$ cat src/rtl/cxacc_pkg.sv
package cxacc_pkg;
    localparam int IN_W   = 16;
    localparam int ACC_W  = 20;
    localparam int DESKEW = 8;

    typedef enum logic [1:0] {
        OP_ADD  = 2'b00,
        OP_AMB  = 2'b01,
        OP_BMA  = 2'b10,
        OP_PASS = 2'b11
    } op_t;
endpackage

$ cat src/rtl/cxacc_deskew.sv
module cxacc_deskew #(
    parameter int W     = 16,
    parameter int DEPTH = 8
) (
    input  logic         clk,
    input  logic         rst_n,
    input  logic [W-1:0] din,
    output logic [W-1:0] dout
);
    logic [W-1:0] stage [DEPTH];

    for (genvar i = 0; i < DEPTH; i++) begin : g_stage
        if (i == 0) begin : g_head
            always_ff @(posedge clk or negedge rst_n) begin
                if (!rst_n) stage[0] <= '0;
                else        stage[0] <= din;
            end
        end else begin : g_body
            always_ff @(posedge clk or negedge rst_n) begin
                if (!rst_n) stage[i] <= '0;
                else        stage[i] <= stage[i-1];
            end
        end
    end

    assign dout = stage[DEPTH-1];
endmodule

$ cat src/rtl/cxacc_unit.sv
module cxacc_unit
    import cxacc_pkg::*;
#(
    parameter int W = 20
) (
    input  logic         clk,
    input  logic         rst_n,
    input  op_t          op,
    input  logic         fb,
    input  logic         clr,
    input  logic [W-1:0] a_new,
    input  logic [W-1:0] b_opd,
    output logic [W-1:0] acc,
    output logic         ovf
);
    logic [W-1:0] acc_q;
    logic         ovf_q;
    logic [W-1:0] opa;
    logic [W:0]   wide;

    // A operand mux: feedback or new data
    always_comb begin
        opa  = fb ? acc_q : a_new;
        wide = '0;
        unique case (op)
            OP_ADD:  wide = {opa[W-1], opa} + {b_opd[W-1], b_opd};
            OP_AMB:  wide = {opa[W-1], opa} - {b_opd[W-1], b_opd};
            OP_BMA:  wide = {b_opd[W-1], b_opd} - {opa[W-1], opa};
            OP_PASS: wide = {opa[W-1], opa};
        endcase
    end

    // Accumulator state register
    always_ff @(posedge clk or negedge rst_n) begin
        if (!rst_n) begin
            acc_q <= '0;
            ovf_q <= 1'b0;
        end else if (clr) begin
            acc_q <= '0;
            ovf_q <= 1'b0;
        end else begin
            acc_q <= wide[W-1:0];
            ovf_q <= wide[W] ^ wide[W-1];
        end
    end

    assign acc = acc_q;
    assign ovf = ovf_q;

    p_clear_wins_r5: assert property (@(posedge clk) disable iff (!rst_n)
        clr |=> (acc_q == '0 && !ovf_q));

    p_pass_value_r2: assert property (@(posedge clk) disable iff (!rst_n)
        (op == OP_PASS && !clr) |=> (acc_q == $past(opa)));

    p_pass_no_ovf_r7: assert property (@(posedge clk) disable iff (!rst_n)
        (op == OP_PASS && !clr) |=> !ovf_q);

    p_feedback_add_r4: assert property (@(posedge clk) disable iff (!rst_n)
        (fb && !clr && op == OP_ADD) |=> (acc_q == W'($past(acc_q) + $past(b_opd))));
endmodule

$ cat src/rtl/cxacc_pair.sv
module cxacc_pair
    import cxacc_pkg::*;
#(
    parameter int IW    = cxacc_pkg::IN_W,
    parameter int AW    = cxacc_pkg::ACC_W,
    parameter int DEPTH = cxacc_pkg::DESKEW
) (
    input  logic          clk,
    input  logic          rst_n,
    input  logic [IW-1:0] a_in,
    input  logic [IW-1:0] b_in,
    input  logic          a_load_n,
    input  logic          b_load_n,
    input  logic [1:0]    op_re,
    input  logic [1:0]    op_im,
    input  logic          fb_sel,
    input  logic          acc_clr,
    input  logic          dly_en,
    output logic [AW-1:0] res_re,
    output logic [AW-1:0] res_im,
    output logic          ovf_re,
    output logic          ovf_im
);
    localparam int EXT = AW - IW;

    logic [IW-1:0] a_q, b_q, a_late;
    op_t           op_re_q, op_im_q;
    logic          fb_q, clr_q, dly_q;
    logic [AW-1:0] a_re_ext, a_im_ext, b_ext;

    // Operand registers with active-low load
    always_ff @(posedge clk or negedge rst_n) begin
        if (!rst_n) begin
            a_q <= '0;
            b_q <= '0;
        end else begin
            if (!a_load_n) a_q <= a_in;
            if (!b_load_n) b_q <= b_in;
        end
    end

    // Control registers
    always_ff @(posedge clk or negedge rst_n) begin
        if (!rst_n) begin
            op_re_q <= OP_ADD;
            op_im_q <= OP_ADD;
            fb_q    <= 1'b0;
            clr_q   <= 1'b0;
            dly_q   <= 1'b0;
        end else begin
            op_re_q <= op_t'(op_re);
            op_im_q <= op_t'(op_im);
            fb_q    <= fb_sel;
            clr_q   <= acc_clr;
            dly_q   <= dly_en;
        end
    end

    cxacc_deskew #(.W(IW), .DEPTH(DEPTH)) i_deskew (
        .clk (clk),
        .rst_n (rst_n),
        .din (a_q),
        .dout (a_late)
    );

    always_comb begin
        a_re_ext = dly_q ? {{EXT{a_late[IW-1]}}, a_late} : {{EXT{a_q[IW-1]}}, a_q};
        a_im_ext = {{EXT{a_q[IW-1]}}, a_q};
        b_ext    = {{EXT{b_q[IW-1]}}, b_q};
    end

    cxacc_unit #(.W(AW)) i_unit_re (
        .clk (clk), .rst_n (rst_n), .op (op_re_q), .fb (fb_q), .clr (clr_q),
        .a_new (a_re_ext), .b_opd (b_ext), .acc (res_re), .ovf (ovf_re)
    );

    cxacc_unit #(.W(AW)) i_unit_im (
        .clk (clk), .rst_n (rst_n), .op (op_im_q), .fb (fb_q), .clr (clr_q),
        .a_new (a_im_ext), .b_opd (b_ext), .acc (res_im), .ovf (ovf_im)
    );

    p_a_hold_r1: assert property (@(posedge clk) disable iff (!rst_n)
        a_load_n |=> (a_q == $past(a_q)));

    p_b_hold_r1: assert property (@(posedge clk) disable iff (!rst_n)
        b_load_n |=> (b_q == $past(b_q)));
endmodule

$ cat config.mk
export PLATFORM = sky130hd
export DESIGN_NAME = cxacc_pair
export DESIGN_NICKNAME = d
export VERILOG_FILES = /design/src/rtl/cxacc_pkg.sv /design/src/rtl/cxacc_deskew.sv /design/src/rtl/cxacc_unit.sv /design/src/rtl/cxacc_pair.sv
export SDC_FILE = /design/constraint.sdc
export NUM_CORES = 1
export LEC_CHECK = 0
export ABC_AREA = 1
export BUFFER_PORTS_ARGS = -buffer_cell sky130_fd_sc_hd__buf_4
export CAP_MARGIN = 20
export CORE_MARGIN = 2
export CORE_UTILIZATION = 46
export CTS_CLUSTER_DIAMETER = 200
export CTS_CLUSTER_SIZE = 8
export DETAILED_ROUTE_END_ITERATION = 10
export PLACE_DENSITY = 0.69
export REMOVE_ABC_BUFFERS = 1
export SLEW_MARGIN = 30
export SYNTH_ARGS = -nofsm -noshare
export SYNTH_HDL_FRONTEND = slang
export SYNTH_SLANG_ARGS = --single-unit
$ cat constraint.sdc
create_clock -name clk -period 9.9 [get_ports clk]
set_clock_uncertainty 0.05 [all_clocks]
set_input_delay 1.485 -clock clk [delete_from_list [all_inputs] [get_ports clk]]
set_output_delay 1.485 -clock clk [all_outputs]
set_load 0.02 [all_outputs]
==> impl_metrics.py, run 1 <==
metrics = {
    "status": {
        "status": "finished clean",
    },
    "cts": {
        "cts_sinks": 209,
        "clk_pin_slew_ns": 0.06,
        "clock_latency_ns": 0.55,
        "htreeDepth": 1,
        "post_cts_buffers": 0,
        "numCtsBuffers": 30,
        "cts_root_buf": "clkbuf_16",
        "ctsResizeCount": 0,
        "ctsHoldBuffers": 0,
        "cts_max_path_buffers": 3,
        "cts_tree": "yes",
    },
    "setup_path": {
        "crit_fanout": 17,
        "worstPathRequired_ns": 10.29,
        "endpoint_kind": "register",
        "critPathArrivalTime_ns": 4.83,
        "critPathKind": "register to register",
        "startpoint_type": "register",
    },
    "grt": {
        "grt_max_degree": 136,
        "track_usage_pct": 27.4,
        "grt_pass1_wl_mm": 59.8,
        "grt-ovfl-total": 0,
        "antenna_found_initial": 2,
        "grt_pass1_vias": 10900,
    },
    "yosys": {
        "yosysMostFrequentCell": "nand2_1",
        "synth_edf_count": 0,
        "syn_area_mm2": 0.0125,
        "ys_warn_count": 0,
        "syn_inst": 1551,
        "synth_cell_type_count": 52,
        "yosys-top-cells-count": "nand2_1, dfrtp_1, inv_1",
        "async_reset_ff_share_pct": 100,
        "synth_top_area_cell": "dfrtp_1",
        "syn_area_per_cell_um2": 8.03,
        "synth_flop_cell": "dfrtp_1",
        "synth_area_leaders": "dfrtp_1, nand2_1, ha_1, inv_1, a21oi_1",
        "synth-seq-area-share_pct": 42.0,
        "yosys.area.top_type_share_pct": 42.0,
        "synth-seq-cells": 209,
    },
    "finish": {
        "multi_input_area_mm2": 0.00634,
        "finalNonFillerCells": 1986,
        "drive_gt1_share_pct": 9.98,
        "regArea_mm2": 0.00523,
        "fillers": 2515,
        "area_growth_pct": 14.1,
        "nets": 1771,
    },
    "flow_run": {
        "maxCapViolCount": 0,
    },
    "timing": {
        "relSlewSlack_pct": 40.5,
        "grt_setup_unrepaired": "false",
        "fmax_mhz": 225,
        "hold_viol_final": 0,
        "period_needed_ns": 4.44,
        "fin_tns_setup_ns": 0,
        "worst_pin_slew_ns": 0.889,
        "slew_violations": 0,
        "setup_viol": 0,
        "period_share_pct": 44.9,
    },
    "place": {
        "dp_cells": 1950,
        "numPortBuffers": 84,
        "gp_congestion": 0.982,
        "dpl.hpwl_mm": 30.0,
    },
    "power": {
        "p_seq_share_pct": 33.9,
        "p_leak_nw": 7.12,
        "power.density_mw_per_mm2": 214,
        "combPwrFrac_pct": 36.8,
        "p_sw_w": 0.00117,
        "cellInternalPower_w": 0.00187,
        "pwr-share-clk_pct": 29.3,
        "ir_drop_v": 0.000127,
        "sw_frac_of_total_pct": 38.5,
    },
    "floorplanning": {
        "num_io_pins": 85,
        "num_rows": 60,
        "start_util_pct": 46.5,
        "die_width_um": 169,
        "die_y_um": 169,
        "core_mm2": 0.0268,
        "dieArea_mm2": 0.0284,
    },
    "drt": {
        "antenna_left": 0,
        "wl_mm": 38.6,
        "wl_per_cell_um": 19.4,
        "drt_first_iter_violations": 949,
        "vias_per_cell": 5.54,
        "drc": 0,
        "dr.pass1.iters": 5,
        "vias": 11000,
    },
    "worst_hold_path": {
        "min_path_type": "register to register",
    },
}
## metal layers
layer  GRT usage, %  share of wire, %  vias up  wire [µm]
met5              0                 0        -          0
met4           9.60               3.6        0       1410
met3           3.55               6.1       76       2350
met2           46.1                47      367      18100
met1           36.7                43     5204      16800
li1               -                 -     5352          -
## sequential cells by signal (all words and copies together), names as in the netlist
| signal | count |
|---|---|
| op_re_q | 2 |
| i_deskew.dout | 16 |
| i_unit_im.ovf | 1 |
| b_q | 16 |
| i_unit_im.acc | 20 |
| clr_q | 1 |
| i_deskew.stage | 112 |
| a_q | 16 |
| i_unit_re.acc | 20 |
| fb_q | 1 |
| op_im_q | 2 |
| dly_q | 1 |
| i_unit_re.ovf | 1 |
## kinds of logic (layout without fill, tap and decap cells)
group	Yosys count	in the layout	synth area share, %
AND/OR/NAND/NOR	618	618	21.0
AO/OA/AOI/OAI	345	345	15.7
buffers and inverters	223	315	7.11
flip-flops	209	209	42.0
adder cells (fa/ha/maj)	86	86	8.88
XOR/XNOR	57	57	4.07
multiplexers	13	13	1.18
other	0	2	0
## placed cells by master (no fill, tap or decap), types with 7 or more instances in the layout
| cell | Yosys | final |
|---|---|---|
| buf_4 | 3 | 87 |
| clkbuf_16 | 0 | 30 |
| nand3_1 | 86 | 86 |
| xor2_1 | 47 | 47 |
| nand4_1 | 20 | 20 |
| o21ai_1 | 7 | 7 |
| o21ai_0 | 115 | 115 |
| a211oi_1 | 7 | 7 |
| nand2_2 | 7 | 7 |
| ha_1 | 82 | 82 |
| nand2_1 | 303 | 303 |
| a21boi_0 | 9 | 9 |
| nor3_1 | 19 | 19 |
| o211ai_1 | 13 | 13 |
| inv_1 | 189 | 189 |
| a31oi_1 | 9 | 9 |
| o21bai_1 | 17 | 17 |
| mux2_2 | 13 | 13 |
| nor2_1 | 152 | 152 |
| dfrtp_1 | 209 | 209 |
| xnor2_1 | 9 | 9 |
| a21oi_1 | 137 | 137 |
## layout make-up
type | count | share of cell area, %
antenna | 2 | 0.0352
clock buffer | 31 | 5.31
clock inverter | 2 | 0.176
inverter | 192 | 5.09
multi-input combinational | 1119 | 44.6
sequential | 209 | 36.8
tap | 341 | 3.00
timing repair buffer | 90 | 4.97
## worst max-delay path, stage by stage (launching register included)
cell and delay (ns):
dfrtp_1 0.72, inv_2 0.26, o211ai_1 0.21, o21ai_1 0.15
inv_1 0.16, ha_1 0.18, nand3_1 0.08, nor2_1 0.26
nand3_1 0.20, nand2_2 0.15, o21ai_0 0.16, xnor2_1 0.21
ha_1 0.36, inv_1 0.10, nor3_1 0.26, nand2_1 0.11
nor4_1 0.18, nor2_1 0.12, nand3_1 0.10, nand3_1 0.07
nand2_1 0.10, nand2_1 0.05, nand2_1 0.05, nor2_1 0.04
## final timing paths
check / start / to / slack (ns) / depth (start not counted)
hold / removal: i_deskew.stage[91] / i_deskew.stage[75] / 0.29 / 0
hold reg to reg: i_deskew.stage[91] / i_deskew.stage[75] / 0.29 / 0
setup / recovery: dly_q / i_unit_re.ovf / 5.46 / 23
min in group asynchronous: rst_n / i_deskew.stage[37] / 0.83 / 1
setup reg to reg: dly_q / i_unit_re.ovf / 5.46 / 23
max in group asynchronous: rst_n / i_unit_im.acc[12] / 7.89 / 2
## power groups by stage
stage | combinational (W) | clock, W | sequential [W]
2_1_floorplan | 0.000726 | 0 | 0.00105
3_3_place_gp | 0.00109 | 0 | 0.00104
3_5_place_dp | 0.00110 | 0 | 0.00104
4_1_cts | 0.00110 | 0.000908 | 0.00103
5_1_grt | 0.00125 | 0.000943 | 0.00104
6_report | 0.00112 | 0.000888 | 0.00103
## through the flow
step,util [%],cell area (µm²),hold WS [ns],total power (W),worst slack (ns)
after floorplan,-,12300,0.281,0.00178,5.95
after CTS,52.9,14200,0.288,0.00304,5.50
after detailed placement,50.0,13400,0.285,0.00214,5.53
after global placement,50.0,13400,0.281,0.00213,5.64
final,53.0,14200,0.287,0.00303,5.46
after global routing,53.0,14200,0.293,0.00323,4.97
Note: power is estimated with default switching activity, not from simulation.
==> run 2: changes to the inputs <==
--- a/config.mk
+++ b/config.mk
@@ -13,7 +13,7 @@
 export CTS_CLUSTER_DIAMETER = 200
 export CTS_CLUSTER_SIZE = 8
 export DETAILED_ROUTE_END_ITERATION = 10
-export PLACE_DENSITY = 0.69
+export PLACE_DENSITY = 0.72
 export REMOVE_ABC_BUFFERS = 1
 export SLEW_MARGIN = 30
 export SYNTH_ARGS = -nofsm -noshare
==> constraint.sdc (replaced) <==
create_clock -name clk -period 3.86 [get_ports clk]
set_clock_uncertainty 0.05 [all_clocks]
set_input_delay 0.579 -clock clk [delete_from_list [all_inputs] [get_ports clk]]
set_output_delay 0.579 -clock clk [all_outputs]
set_load 0.02 [all_outputs]
==> run 2 against run 1 <==
Via count increased by 2.3%; register-to-register slack got worse by 5.3 ns; fmax increased by 21%; setup slack got worse by 5.3 ns; non-clock buffer count increased by 41; clock power increased to 2.6 times the previous value; die area unchanged; sequential share of layout area decreased by 1.2 points; critical path depth decreased by 7; combinational power increased to 2.7 times the previous value; critical endpoint is now i_unit_im.acc[14]; largest power group unchanged.
==> impl_metrics.py, run 2 (same netlist as run 1, synthesis figures left out) <==
metrics = {
    "floorplanning": {
        "die_y_um": 169,
        "num_io_pins": 85,
        "start_util_pct": 46.5,
        "core_mm2": 0.0268,
        "die_width_um": 169,
        "num_rows": 60,
        "dieArea_mm2": 0.0284,
    },
    "place": {
        "gp_congestion": 1.01,
        "dpl.hpwl_mm": 30.5,
        "numPortBuffers": 84,
    },
    "setup_path": {
        "crit_buf_inv": 3,
        "startpoint_type": "register",
        "startpoint": "fb_q",
        "r2r_end": "i_unit_im.acc[14]",
        "critPathKind": "register to register",
        "crit_slowest_cell": "dfrtp_2",
        "cp_common_cell": "nand2_1",
        "worstPathRequired_ns": 4.28,
        "critPathMaxStageDelay_ns": 0.42,
        "critPathTopFamily": "compound AO/OA/AOI/OAI gates",
        "crit_fanout": 35,
        "r2r_setup_slack_ns": 0.18,
        "rr_startpoint": "fb_q",
        "reg2reg_depth": 16,
        "critPathArrivalTime_ns": 4.10,
        "cp_cell_sequence": "buf_12, nand2_1, nand2_1, inv_1, ha_1, o21ai_0, fa_1, nand3_1, nand2_1, inv_1, o21ai_0, a21oi_1, o21bai_1, xor2_1, nor2_1, nor3_1",
        "endpoint_kind": "register",
    },
    "grt": {
        "antenna_found_initial": 0,
        "grt_pass1_wl_mm": 61.3,
        "grt_pass1_vias": 11200,
        "grt-ovfl-total": 0,
        "grt_max_degree": 119,
        "track_usage_pct": 28.0,
    },
    "timing": {
        "worst_pin_slew_ns": 0.672,
        "fmax_mhz": 272,
        "period_share_pct": 95.3,
        "setup_viol": 0,
        "grt_setup_unrepaired": "true",
        "period_needed_ns": 3.68,
        "relSlewSlack_pct": 55.1,
        "fin_tns_setup_ns": 0,
        "hold_slack_ns": 0.0819,
        "slew_violations": 0,
        "hold_viol_final": 0,
    },
    "cts": {
        "numCtsBuffers": 30,
        "clk_pin_slew_ns": 0.06,
        "clock_latency_ns": 0.56,
        "htreeDepth": 1,
        "cts_tree": "yes",
        "cts_max_path_buffers": 3,
        "cts_sinks": 209,
        "cts_root_buf": "clkbuf_16",
    },
    "finish": {
        "area_growth_pct": 18.1,
        "fillers": 2478,
        "nets": 1812,
        "mostFrequentLayoutCell": "nand2_1",
        "regMostFlops": "i_deskew.stage",
        "antennaDiodeCount": 0,
        "final_cell_mix": "nand2_1, dfrtp_1, inv_1",
        "drive_gt1_share_pct": 14.5,
        "largest_reg_flops": 112,
    },
    "drt": {
        "dr.pass1.iters": 6,
        "wl_mm": 39.3,
        "antenna_left": 0,
        "drc": 0,
        "vias_per_cell": 5.56,
        "drt_first_iter_violations": 913,
        "vias": 11300,
        "wl_per_cell_um": 19.4,
    },
    "power": {
        "ir_drop_v": 0.000438,
        "p_sw_w": 0.00306,
        "p_total_w": 0.00795,
        "combPwrFrac_pct": 38.3,
        "pwr-share-clk_pct": 28.6,
        "power.density_mw_per_mm2": 540,
        "sw_frac_of_total_pct": 38.5,
        "p_seq_share_pct": 33.1,
        "p_leak_nw": 7.35,
        "cellInternalPower_w": 0.00489,
    },
    "worst_hold_path": {
        "min_path_type": "input pin to register",
        "hold_end": "op_re_q[0]",
        "hold_depth": 1,
        "hold_start": "op_re[0]",
    },
    "flow_run": {
        "maxCapViolCount": 0,
    },
    "status": {
        "status": "finished clean",
    },
}
run 2: cell count changes in the layout (fill, tap and decap cells not counted), sizes merged:
| cell | before | now |
|---|---|---|
| buf | 90 | 130 |
| diode | 2 | 0 |
| dlygate4sd3 | 0 | 1 |
run 2: layout make-up:
type | count | area [µm²] | area share, %
clock buffers | 31 | 754 | 5.13
clock inverters | 2 | 38.8 | 0.264
inverters | 192 | 726 | 4.93
multi-input cells | 1119 | 6490 | 44.1
flip-flops and latches | 209 | 5230 | 35.6
well taps | 341 | 427 | 2.90
repair buffers | 131 | 1050 | 7.11
run 2: worst max-delay path by stage:
stage,to,slack [ns],cells after the start
floorplan,i_unit_im.ovf,-0.09,24
global placement,i_unit_re.ovf,0.11,20
detailed placement,i_unit_re.ovf,0.004,22
CTS,i_unit_re.acc[14],0.05,18
global route,i_unit_re.ovf,-0.09,23
finish,i_unit_im.acc[14],0.18,16
run 2: metal layers:
metal	wire [µm]	GRT usage [%]	part of all wire, %
met1	16700	37.7	43
met2	18700	47.4	48
met3	2580	3.37	6.6
met4	1310	9.30	3.3
met5	0	0	0
run 2: what timing repair did:
action,4_1_cts,5_1_grt
cloned,0,0
pin swaps,0,7
hold endpoints to repair,0,40
buffers inserted,0,3
setup endpoints to repair,1,16
resized for setup,1,55
hold buffers,0,1
run 2: power by group through the flow:
stage          clock (W)  sequential, W  combinational (W)
2_1_floorplan          0        0.00269            0.00186
3_3_place_gp           0        0.00266            0.00286
3_5_place_dp           0        0.00266            0.00289
4_1_cts          0.00232        0.00263            0.00291
6_report         0.00227        0.00263            0.00304
5_1_grt          0.00241        0.00266            0.00337
run 2: stage by stage:
stage | utilization (%) | instances | worst slack [ns] | instance area [µm²]
floorplan | - | 1520 | -0.0855 | 12300
detailed placement | 51.1 | 1987 | 0.00418 | 13700
global placement | 51.1 | 1987 | 0.112 | 13700
finish | 54.9 | 2025 | 0.181 | 14700
CTS | 54.1 | 2020 | 0.0545 | 14500
global route | 54.9 | 2025 | -0.0922 | 14700
==> run 3: changes to the inputs <==
--- a/config.mk
+++ b/config.mk
@@ -10,6 +10,7 @@
 export CAP_MARGIN = 20
 export CORE_MARGIN = 2
 export CORE_UTILIZATION = 46
+export CTS_BUF_LIST = sky130_fd_sc_hd__clkbuf_2 sky130_fd_sc_hd__clkbuf_4 sky130_fd_sc_hd__clkbuf_8
 export CTS_CLUSTER_DIAMETER = 200
 export CTS_CLUSTER_SIZE = 8
 export DETAILED_ROUTE_END_ITERATION = 10
==> run 3 against run 2 <==
Critical path depth grew 2; highest routed layer unchanged; wire length shrank 2.6%; sequential power is essentially flat; critical endpoint is now i_unit_re.acc[14]; utilization shrank 1.4 points; largest power group unchanged; non-clock buffer count grew 3.
==> impl_metrics.py, run 3 (same netlist as run 1, synthesis figures left out) <==
metrics = {
    "status": {
        "status": "finished clean",
    },
    "place": {
        "dpl.hpwl_mm": 30.5,
        "numPortBuffers": 84,
        "gp_congestion": 1.01,
        "dp_cells": 1987,
    },
    "cts": {
        "cts_root_buf": "clkbuf_8",
        "htreeDepth": 1,
        "clock_latency_ns": 0.58,
        "numCtsBuffers": 30,
        "cts_sinks": 209,
        "cts_tree": "yes",
        "clk_pin_slew_ns": 0.08,
        "cts_max_path_buffers": 3,
    },
    "grt": {
        "track_usage_pct": 27.2,
        "grt_pass1_vias": 11000,
        "antenna_found_initial": 0,
        "grt-ovfl-total": 0,
        "grt_pass1_wl_mm": 59.8,
        "grt_max_degree": 119,
    },
    "timing": {
        "hold_slack_ns": 0.0582,
        "relSlewSlack_pct": 56.1,
        "fin_tns_setup_ns": 0,
        "worst_pin_slew_ns": 0.656,
        "period_needed_ns": 3.69,
        "setup_viol": 0,
        "hold_viol_final": 0,
        "period_share_pct": 95.6,
        "slew_violations": 0,
        "grt_setup_unrepaired": "true",
        "fmax_mhz": 271,
    },
    "worst_hold_path": {
        "hold_depth": 1,
        "min_path_type": "input pin to register",
    },
    "finish": {
        "nets": 1815,
        "drive_gt1_share_pct": 13.9,
        "utilization_pct": 53.5,
        "finalNonFillerCells": 2028,
        "largest_reg_flops": 112,
        "area_growth_pct": 15.1,
        "antennaDiodeCount": 0,
        "final_cell_mix": "nand2_1, dfrtp_1, inv_1",
        "regMostFlops": "i_deskew.stage",
        "mostFrequentLayoutCell": "nand2_1",
    },
    "drt": {
        "wl_mm": 38.3,
        "dr.pass1.iters": 5,
        "antenna_left": 0,
        "vias": 11200,
        "wl_per_cell_um": 18.9,
        "vias_per_cell": 5.52,
        "drc": 0,
        "drt_first_iter_violations": 828,
    },
    "floorplanning": {
        "die_width_um": 169,
        "start_util_pct": 46.5,
        "num_rows": 60,
        "die_y_um": 169,
        "dieArea_mm2": 0.0284,
        "num_io_pins": 85,
        "core_mm2": 0.0268,
    },
    "flow_run": {
        "maxCapViolCount": 0,
    },
    "setup_path": {
        "critPathArrivalTime_ns": 4.09,
        "reg2reg_depth": 18,
        "startpoint_type": "register",
        "crit_fanout": 15,
        "endpoint_kind": "register",
        "worstPathRequired_ns": 4.26,
        "critPathKind": "register to register",
    },
    "power": {
        "p_leak_nw": 7.20,
        "ir_drop_v": 0.000286,
        "power.density_mw_per_mm2": 498,
        "p_total_w": 0.00713,
    },
}
## run 3: cell types whose count changed in the layout (fill, tap and decap cells not counted), sizes merged
cell / previous run / this run
buf: 130 / 133
## run 3: layout make-up
type | count | area (µm²)
fill | 2549 | 12500
multi-input combinational | 1119 | 6440
sequential | 209 | 5230
timing repair buffer | 134 | 1070
inverter | 192 | 723
tap | 341 | 427
clock buffer | 31 | 420
clock inverter | 2 | 25.0
## run 3: metrics by stage
| step | instance area, µm² | worst slack [ns] |
|---|---|---|
| 2_1_floorplan | 12300 | -0.0855 |
| 3_3_place_gp | 13700 | 0.112 |
| 3_5_place_dp | 13700 | 0.00418 |
| 4_1_cts | 14100 | 0.0466 |
| 5_1_grt | 14300 | -0.129 |
| 6_report | 14300 | 0.169 |
## run 3: layer usage
layer	GRT usage (%)	part of all wire (%)	up-vias
met5	0	0	-
met4	8.25	3.3	0
met3	3.13	5.9	69
met2	46.3	47	373
met1	36.9	44	5327
li1	-	-	5421
## run 3: power breakdown
part | total (W) | switching (W) | internal [W]
clock | 0.00148 | 0.000775 | 0.000705
sequential | 0.00263 | 0.000179 | 0.00245
combinational | 0.00303 | 0.00195 | 0.00107
## run 3: final timing paths
kind                                    start                  end  slack, ns
setup / recovery                         fb_q    i_unit_re.acc[14]       0.17
hold / removal                       op_im[1]           op_im_q[1]       0.06
setup reg to reg                         fb_q    i_unit_re.acc[14]       0.17
hold reg to reg            i_deskew.stage[44]   i_deskew.stage[28]       0.28
max in group asynchronous               rst_n  i_deskew.stage[118]       2.32
min in group asynchronous               rst_n     i_unit_re.acc[5]       0.43
## run 3: timing repair
item | CTS | global route
gates resized for setup | 1 | 40
pin swaps | 0 | 7
setup buffers | 0 | 6
setup endpoints to repair | 1 | 15
hold endpoints to repair | 0 | 39
hold buffers | 0 | 1
## run 3: worst max-delay path, stage by stage, from the launching register on
cell and delay [ns]:
dfrtp_2 0.44, inv_4 0.16, o211ai_1 0.11, o21ai_1 0.12, inv_1 0.09, ha_1 0.22, nand3_1 0.13, nor2_4 0.06
buf_4 0.13, a31oi_1 0.15, xor2_1 0.21, ha_1 0.33, a31oi_1 0.35, o21ai_2 0.12, a21oi_1 0.28, o21bai_1 0.12
xor2_1 0.17, o21ai_0 0.22, nor2_1 0.10
